**src/rtl/hrs_pkg.sv**
```systemverilog
package hrs_pkg;

  typedef enum logic [2:0] {
    ST_IDLE      = 3'd0,
    ST_SEND_INIT = 3'd1,
    ST_WAIT_WAKE = 3'd2,
    ST_SEND_WAKE = 3'd3,
    ST_TRY       = 3'd4,
    ST_READY     = 3'd5,
    ST_FAIL      = 3'd6
  } hrs_state_t;

  localparam logic [1:0] PAT_IDLE  = 2'd0;
  localparam logic [1:0] PAT_ALIGN = 2'd1;
  localparam logic [1:0] PAT_DATA  = 2'd2;

  // rate of the first attempt: cap wins, then common-rate follow, else fast
  function automatic logic fn_start_hi(input logic cap_low, input logic common,
                                       input logic peer_hi);
    return !cap_low && (!common || peer_hi);
  endfunction

  // count value on whose tick the window closes (0 behaves like 1)
  function automatic int unsigned fn_window_last(input int unsigned window);
    return (window == 0) ? 0 : window - 1;
  endfunction

endpackage

```
**src/rtl/hrs_window.sv**
```systemverilog
module hrs_window #(
  parameter int CW = 8
) (
  input  logic          clk,
  input  logic          rst_n,
  input  logic          clear,
  input  logic          tick,
  input  logic [CW-1:0] window,
  output logic          expire
);
  import hrs_pkg::*;

  logic [CW-1:0] cnt;
  logic [CW-1:0] last;

  assign last   = CW'(fn_window_last(int'(window)));
  assign expire = tick && (cnt >= last);

  always_ff @(posedge clk or negedge rst_n) begin
    if (!rst_n)       cnt <= '0;
    else if (clear)   cnt <= '0;
    else if (tick)    cnt <= cnt + 1'b1;
  end

  // a cycle without tick never moves the count
  p_hold_no_tick_r10: assert property (@(posedge clk) disable iff (!rst_n)
    ($past(!tick) && $past(!clear)) |-> $stable(cnt));

  // a clear always returns the count to zero
  p_clear_zero_r10: assert property (@(posedge clk) disable iff (!rst_n)
    clear |=> (cnt == '0));

endmodule

```
**src/rtl/hrs_fsm.sv**
```systemverilog
module hrs_fsm (
  input  logic               clk,
  input  logic               rst_n,
  input  logic               oob_reset_seen,
  input  logic               oob_wake_seen,
  input  logic               align_seen,
  input  logic               expire,
  input  logic               start_hi,
  output hrs_pkg::hrs_state_t st,
  output logic               rate_hi,
  output logic               timer_clear
);
  import hrs_pkg::*;

  hrs_state_t nxt;
  logic       step_down;

  assign step_down   = (st == ST_TRY) && !align_seen && expire && rate_hi;
  assign timer_clear = (st != ST_TRY) || step_down;

  always_comb begin
    nxt = st;
    case (st)
      ST_IDLE:      nxt = ST_IDLE;
      ST_SEND_INIT: nxt = ST_WAIT_WAKE;
      ST_WAIT_WAKE: if (oob_wake_seen) nxt = ST_SEND_WAKE;
      ST_SEND_WAKE: nxt = ST_TRY;
      ST_TRY: begin
        if (align_seen)   nxt = ST_READY;
        else if (expire)  nxt = rate_hi ? ST_TRY : ST_FAIL;
      end
      ST_READY:     nxt = ST_READY;
      ST_FAIL:      nxt = ST_IDLE;
      default:      nxt = ST_IDLE;
    endcase
    if (oob_reset_seen) nxt = ST_SEND_INIT;
  end

  always_ff @(posedge clk or negedge rst_n) begin
    if (!rst_n) begin
      st      <= ST_IDLE;
      rate_hi <= 1'b1;
    end else begin
      st <= nxt;
      if (st == ST_SEND_WAKE) rate_hi <= start_hi;
      else if (step_down)     rate_hi <= 1'b0;
    end
  end

  // the init burst request lasts one cycle unless a new reset burst arrives
  p_init_pulse_r2: assert property (@(posedge clk) disable iff (!rst_n)
    (st == ST_SEND_INIT && !oob_reset_seen) |=> (st == ST_WAIT_WAKE));

  // an attempt is only entered from the wake reply
  p_try_after_wake_r3: assert property (@(posedge clk) disable iff (!rst_n)
    (st == ST_TRY && $past(st) != ST_TRY) |-> ($past(st) == ST_SEND_WAKE));

  // ready is reached only on an alignment strobe
  p_ready_on_align_r4: assert property (@(posedge clk) disable iff (!rst_n)
    (st == ST_READY && $past(st) != ST_READY) |-> $past(align_seen));

  // rate falls inside an attempt only at a window expiry
  p_step_on_expire_r5: assert property (@(posedge clk) disable iff (!rst_n)
    (st == ST_TRY && $past(st) == ST_TRY && $fell(rate_hi)) |-> $past(expire));

  // failure lasts one cycle and leads to idle or restart
  p_fail_one_r6: assert property (@(posedge clk) disable iff (!rst_n)
    (st == ST_FAIL) |=> (st == ST_IDLE || st == ST_SEND_INIT));

  // a capped start never attempts the fast rate first
  p_cap_start_r7: assert property (@(posedge clk) disable iff (!rst_n)
    (st == ST_TRY && $past(st) == ST_SEND_WAKE && $past(!start_hi)) |-> !rate_hi);

  // a reset burst always leads to the init reply
  p_restart_r9: assert property (@(posedge clk) disable iff (!rst_n)
    oob_reset_seen |=> (st == ST_SEND_INIT));

endmodule

```
**src/rtl/host_rate_stepper.sv**
```systemverilog
module host_rate_stepper #(
  parameter int CW = 8
) (
  input  logic          clk,
  input  logic          rst_n,
  input  logic          oob_reset_seen,
  input  logic          oob_wake_seen,
  input  logic          align_seen,
  input  logic          tick,
  input  logic [CW-1:0] cfg_window,
  input  logic          cfg_cap_low,
  input  logic          cfg_common,
  input  logic          peer_rate_hi,
  output logic          tx_rate_hi,
  output logic [1:0]    pat_sel,
  output logic          oob_init_req,
  output logic          oob_wake_req,
  output logic          neg_rate_hi,
  output logic          link_up,
  output logic          neg_fail
);
  import hrs_pkg::*;

  hrs_state_t st;
  logic       rate_hi;
  logic       timer_clear;
  logic       expire;
  logic       start_hi;

  assign start_hi = fn_start_hi(cfg_cap_low, cfg_common, peer_rate_hi);

  hrs_window #(.CW(CW)) u_window (
    .clk    (clk),
    .rst_n  (rst_n),
    .clear  (timer_clear),
    .tick   (tick),
    .window (cfg_window),
    .expire (expire)
  );

  hrs_fsm u_fsm (
    .clk            (clk),
    .rst_n          (rst_n),
    .oob_reset_seen (oob_reset_seen),
    .oob_wake_seen  (oob_wake_seen),
    .align_seen     (align_seen),
    .expire         (expire),
    .start_hi       (start_hi),
    .st             (st),
    .rate_hi        (rate_hi),
    .timer_clear    (timer_clear)
  );

  always_comb begin
    case (st)
      ST_TRY:   pat_sel = PAT_ALIGN;
      ST_READY: pat_sel = PAT_DATA;
      default:  pat_sel = PAT_IDLE;
    endcase
  end

  assign tx_rate_hi   = rate_hi;
  assign oob_init_req = (st == ST_SEND_INIT);
  assign oob_wake_req = (st == ST_SEND_WAKE);
  assign link_up      = (st == ST_READY);
  assign neg_rate_hi  = link_up && rate_hi;
  assign neg_fail     = (st == ST_FAIL);

  // alignment is never sent together with a burst request
  p_no_align_with_burst_r3: assert property (@(posedge clk) disable iff (!rst_n)
    (oob_init_req || oob_wake_req) |-> (pat_sel == PAT_IDLE));

  // the reported rate matches the line rate while linked
  p_rate_match_r4: assert property (@(posedge clk) disable iff (!rst_n)
    link_up |-> (neg_rate_hi == tx_rate_hi));

  // failure and link are never flagged together
  p_fail_excl_r6: assert property (@(posedge clk) disable iff (!rst_n)
    $countones({neg_fail, link_up, oob_init_req, oob_wake_req}) <= 1);

endmodule

```
**config.mk**
```make
export PLATFORM = sky130hd
export DESIGN_NAME = host_rate_stepper
export DESIGN_NICKNAME = d
export VERILOG_FILES = /design/src/rtl/hrs_pkg.sv /design/src/rtl/hrs_window.sv /design/src/rtl/hrs_fsm.sv /design/src/rtl/host_rate_stepper.sv
export SDC_FILE = /design/constraint.sdc
export NUM_CORES = 1
export LEC_CHECK = 0
export BUFFER_PORTS_ARGS = -buffer_cell sky130_fd_sc_hd__buf_2
export CORE_AREA = 2 2 57 59
export DETAILED_ROUTE_END_ITERATION = 12
export DIE_AREA = 0 0 59 61
export GPL_TIMING_DRIVEN = 1
export PLACE_DENSITY_LB_ADDON = 0.12
export SLEW_MARGIN = 15
export SYNTH_ARGS = -nofsm -noshare
export SYNTH_HDL_FRONTEND = slang
export SYNTH_SLANG_ARGS = --single-unit
```
**constraint.sdc**
```tcl
create_clock -name clk -period 4.15 [get_ports clk]
set_clock_uncertainty 0.1 [all_clocks]
set_input_delay 0.6225 -clock clk [delete_from_list [all_inputs] [get_ports clk]]
set_output_delay 0.6225 -clock clk [all_outputs]
set_load 0.03 [all_outputs]
```
==> run metrics <==
antenna fix cells=0; die area=0.00360 mm^2; multi-input logic area=669 um^2; Rel. slew slack=slightly above 70%; Max clock buf depth=2; hold buffers post-CTS=0; IO Count=25; Most used DFF post-synth=dfrtp_1; Die Wd=slightly below 60 um; Arr. time, crit path=2720 ps; status=finished, final reports clean; Critical Path RT=approximately 4300 ps; RSZ-0062 raised after global routing=no; reg-to-reg startpoint=u_window.cnt[0]; switch share=approximately 36%; CTS buffer count=3; post-synthesis cell type count=34; Hold WC Path Type=in2async; final setup fails=0; fillers=325; Die H=61 um; WS Path Type=in2reg; post-synth net total=146; period utilisation layout=between 60% and 70%; FF/Latch Area=roughly 300 um^2; CORE AREA=just under 0.003 mm^2; Root Buffer=clkbuf_4; area delta synth->final=19.1%; fmax=between 300 and 400 MHz; Setup Fix Bufs, Post-CTS=0; Resized Gates After CTS=0; Clock Latency Late Sink=between 200 and 300 ps; worst slew pin tran=422 ps; min Tclk post-route=2610 ps; nets@finish=about 170; #FFs+latches synth=12; number of synthesized flops with an enable pin=0; I/O Buffers=24; CTS H-tree depth=1; switching power=125 uW; CP startpoint kind=input pin; first-pass GRT wire length=3.99 mm; total number of vias=914; clock slew at reported path FFs=approximately 80 ps; internal power=223 uW; sequential share of power=between 40% and 50%; clock power share=about 28%; Leak=roughly 0.57 nW; register area share after synthesis=a little under a third; total routed wirelength=between 2 and 2.5 mm; CTS sink cnt=12; layout cells sized above 1=between 20% and 30%; YS warnings=0; Final HPWL DP=roughly 1.8 mm; GP Congestion=0.762; Max FO, Critical Path=5; Async SR Flop Fraction=100%; Starting DRT DRC Count=36; FF-to-FF path depth=7; first-pass iteration count of the detailed router=4; Critical Path End Type=flip-flop; post-route setup TNS=0 ps; Avg Inst Size Synth=around 8.4 um^2; largest net degree at the start of global routing=13; Post-Syn Instances=119; drt via density=5.13; Final WS setup=around 1500 ps; CTS tree=built; Initial Util=between 30% and 40%; Power Density=~300 mW/mm^2; Final Hold Vio Count=0; DR DRC count=0; row count=20; Comb pwr share=30.5%; vias in the first global route=between 900 and 1000; post-route ant nets=0; max-slew violations=0; number of max-cap violations=0; worst vdd ir=approximately 170 uV; mapped cell area=around 1000 um^2; Crit Reg-Reg Endpoint=u_window.cnt[5]; total grt overflow=0; initial antenna violation count=0; gr usage total=between 10% and 20%; flop2flop setup slack=between 2000 and 2500 ps; DR WL/cell=between 10 and 15 um; DP Worst Slack=approximately 1300 ps
==> power groups by stage <==
stage	Clock, mW	Combinational (mW)	Sequential, mW
floorplan	0	0.0670	0.152
global placement	0	0.105	0.149
detailed placement	0	0.107	0.148
CTS	0.0993	0.108	0.147
global route	0.103	0.121	0.150
finish	0.0956	0.106	0.146
==> per-stage QoR <==
stage / hold WS, ps / cell area, um^2 / std cells / utilization, % / power, mW
after floorplan: 227 / 997 / 119 / - / 0.219
after global placement: 427 / 1150 / 174 / 39.0 / 0.255
after detailed placement: 433 / 1150 / 174 / 39.0 / 0.255
after CTS: 120 / 1190 / 178 / 40.2 / 0.354
after global routing: 128 / 1190 / 178 / 40.2 / 0.373
final: 119 / 1190 / 178 / 40.2 / 0.348
==> cell usage after synthesis, drive strengths merged, types with 2 or more instances <==
| library cell | count | area (um^2) |
|---|---|---|
| nor2 | 15 | 58.8 |
| nand2 | 12 | 45.0 |
| dfrtp | 11 | 275 |
| ha | 10 | 125 |
| nand3 | 7 | 35.0 |
| a21oi | 6 | 30.0 |
| o21ai | 6 | 33.8 |
| inv | 5 | 18.8 |
| nand2b | 5 | 31.3 |
| xnor2 | 5 | 43.8 |
| xor2 | 5 | 43.8 |
| nor3 | 4 | 20.0 |
| nand3b | 3 | 22.5 |
| nor2b | 3 | 18.8 |
| a31oi | 2 | 27.5 |
| and2 | 2 | 12.5 |
| clkbuf | 2 | 7.51 |
| mux2i | 2 | 20.0 |
| nand4 | 2 | 12.5 |
| nor4 | 2 | 12.5 |
==> registers in the layout, summed over array words and instances, names as in the netlist <==
name / cells
u_fsm.rate_hi: 1
u_fsm.st: 3
u_window.cnt: 8
==> cell type report <==
class / count / area share [%]
tap: 33 / 3.48
sequential: 12 / 25.4
timing repair buffer: 24 / 10.1
multi-input combinational: 100 / 56.4
clock buffer: 4 / 3.06
inverter: 5 / 1.58
==> worst max-delay path, cell delays in order <==
cell and delay (ps):
buf_2 120, nor4_1 420, nand3_1 260, nand2b_1 140, ha_1 230, a2111o_1 410, a31oi_4 240, o21ai_2 140
nor2_1 140
==> cell families (layout without fill, tap and decap cells) <==
| logic type | Yosys count | in the layout | synth area share, % |
|---|---|---|---|
| buf+inv | 7 | 33 | 2.64 |
| mux | 2 | 2 | 2.01 |
| xor+xnor | 10 | 10 | 8.78 |
| fa+ha+maj | 10 | 10 | 12.5 |
| flops | 12 | 12 | 30.2 |
| simple gates | 60 | 60 | 31.0 |
| compound gates | 18 | 18 | 12.8 |
==> routing by layer <==
| metal | part of all wire, % | up-vias | GRT usage, % |
|---|---|---|---|
| met2 | 50 | 20 | 25.9 |
| met3 | 3.7 | 4 | 1.49 |
| met1 | 45 | 416 | 18.5 |
| met5 | 0 | - | 0 |
| li1 | - | 474 | - |
| met4 | 1.3 | 0 | 5.84 |
==> how the worst max path moves through the flow <==
stage	cells after the start	from	slack, ps	to
after global placement	9	cfg_window[5]	1310	u_fsm.st[1]
after global routing	11	cfg_window[2]	1320	u_window.cnt[5]
after CTS	9	cfg_window[5]	1570	u_window.cnt[5]
final	9	cfg_window[5]	1540	u_window.cnt[5]
after floorplan	8	cfg_window[5]	1630	u_fsm.st[1]
after detailed placement	9	cfg_window[5]	1300	u_window.cnt[5]
==> cell usage in the layout, fill, tap and decap left out, types with 2 or more instances in the layout <==
cell type  netlist  layout
nand4_1          2       2
a21oi_1          6       6
inv_1            5       5
and2_1           2       2
dfrtp_1         11      11
buf_2            0      24
xnor2_1          5       5
nor2_1          14      14
nor2b_1          3       3
nand3b_1         3       3
ha_1            10      10
clkbuf_4         0       3
nand2b_1         5       5
xor2_1           5       5
o21ai_0          2       2
mux2i_1          2       2
nor3_1           4       4
nand2_1         12      12
nor4_1           2       2
nand3_1          7       7
o21ai_1          3       3
Power figures use the tool's default switching activity.
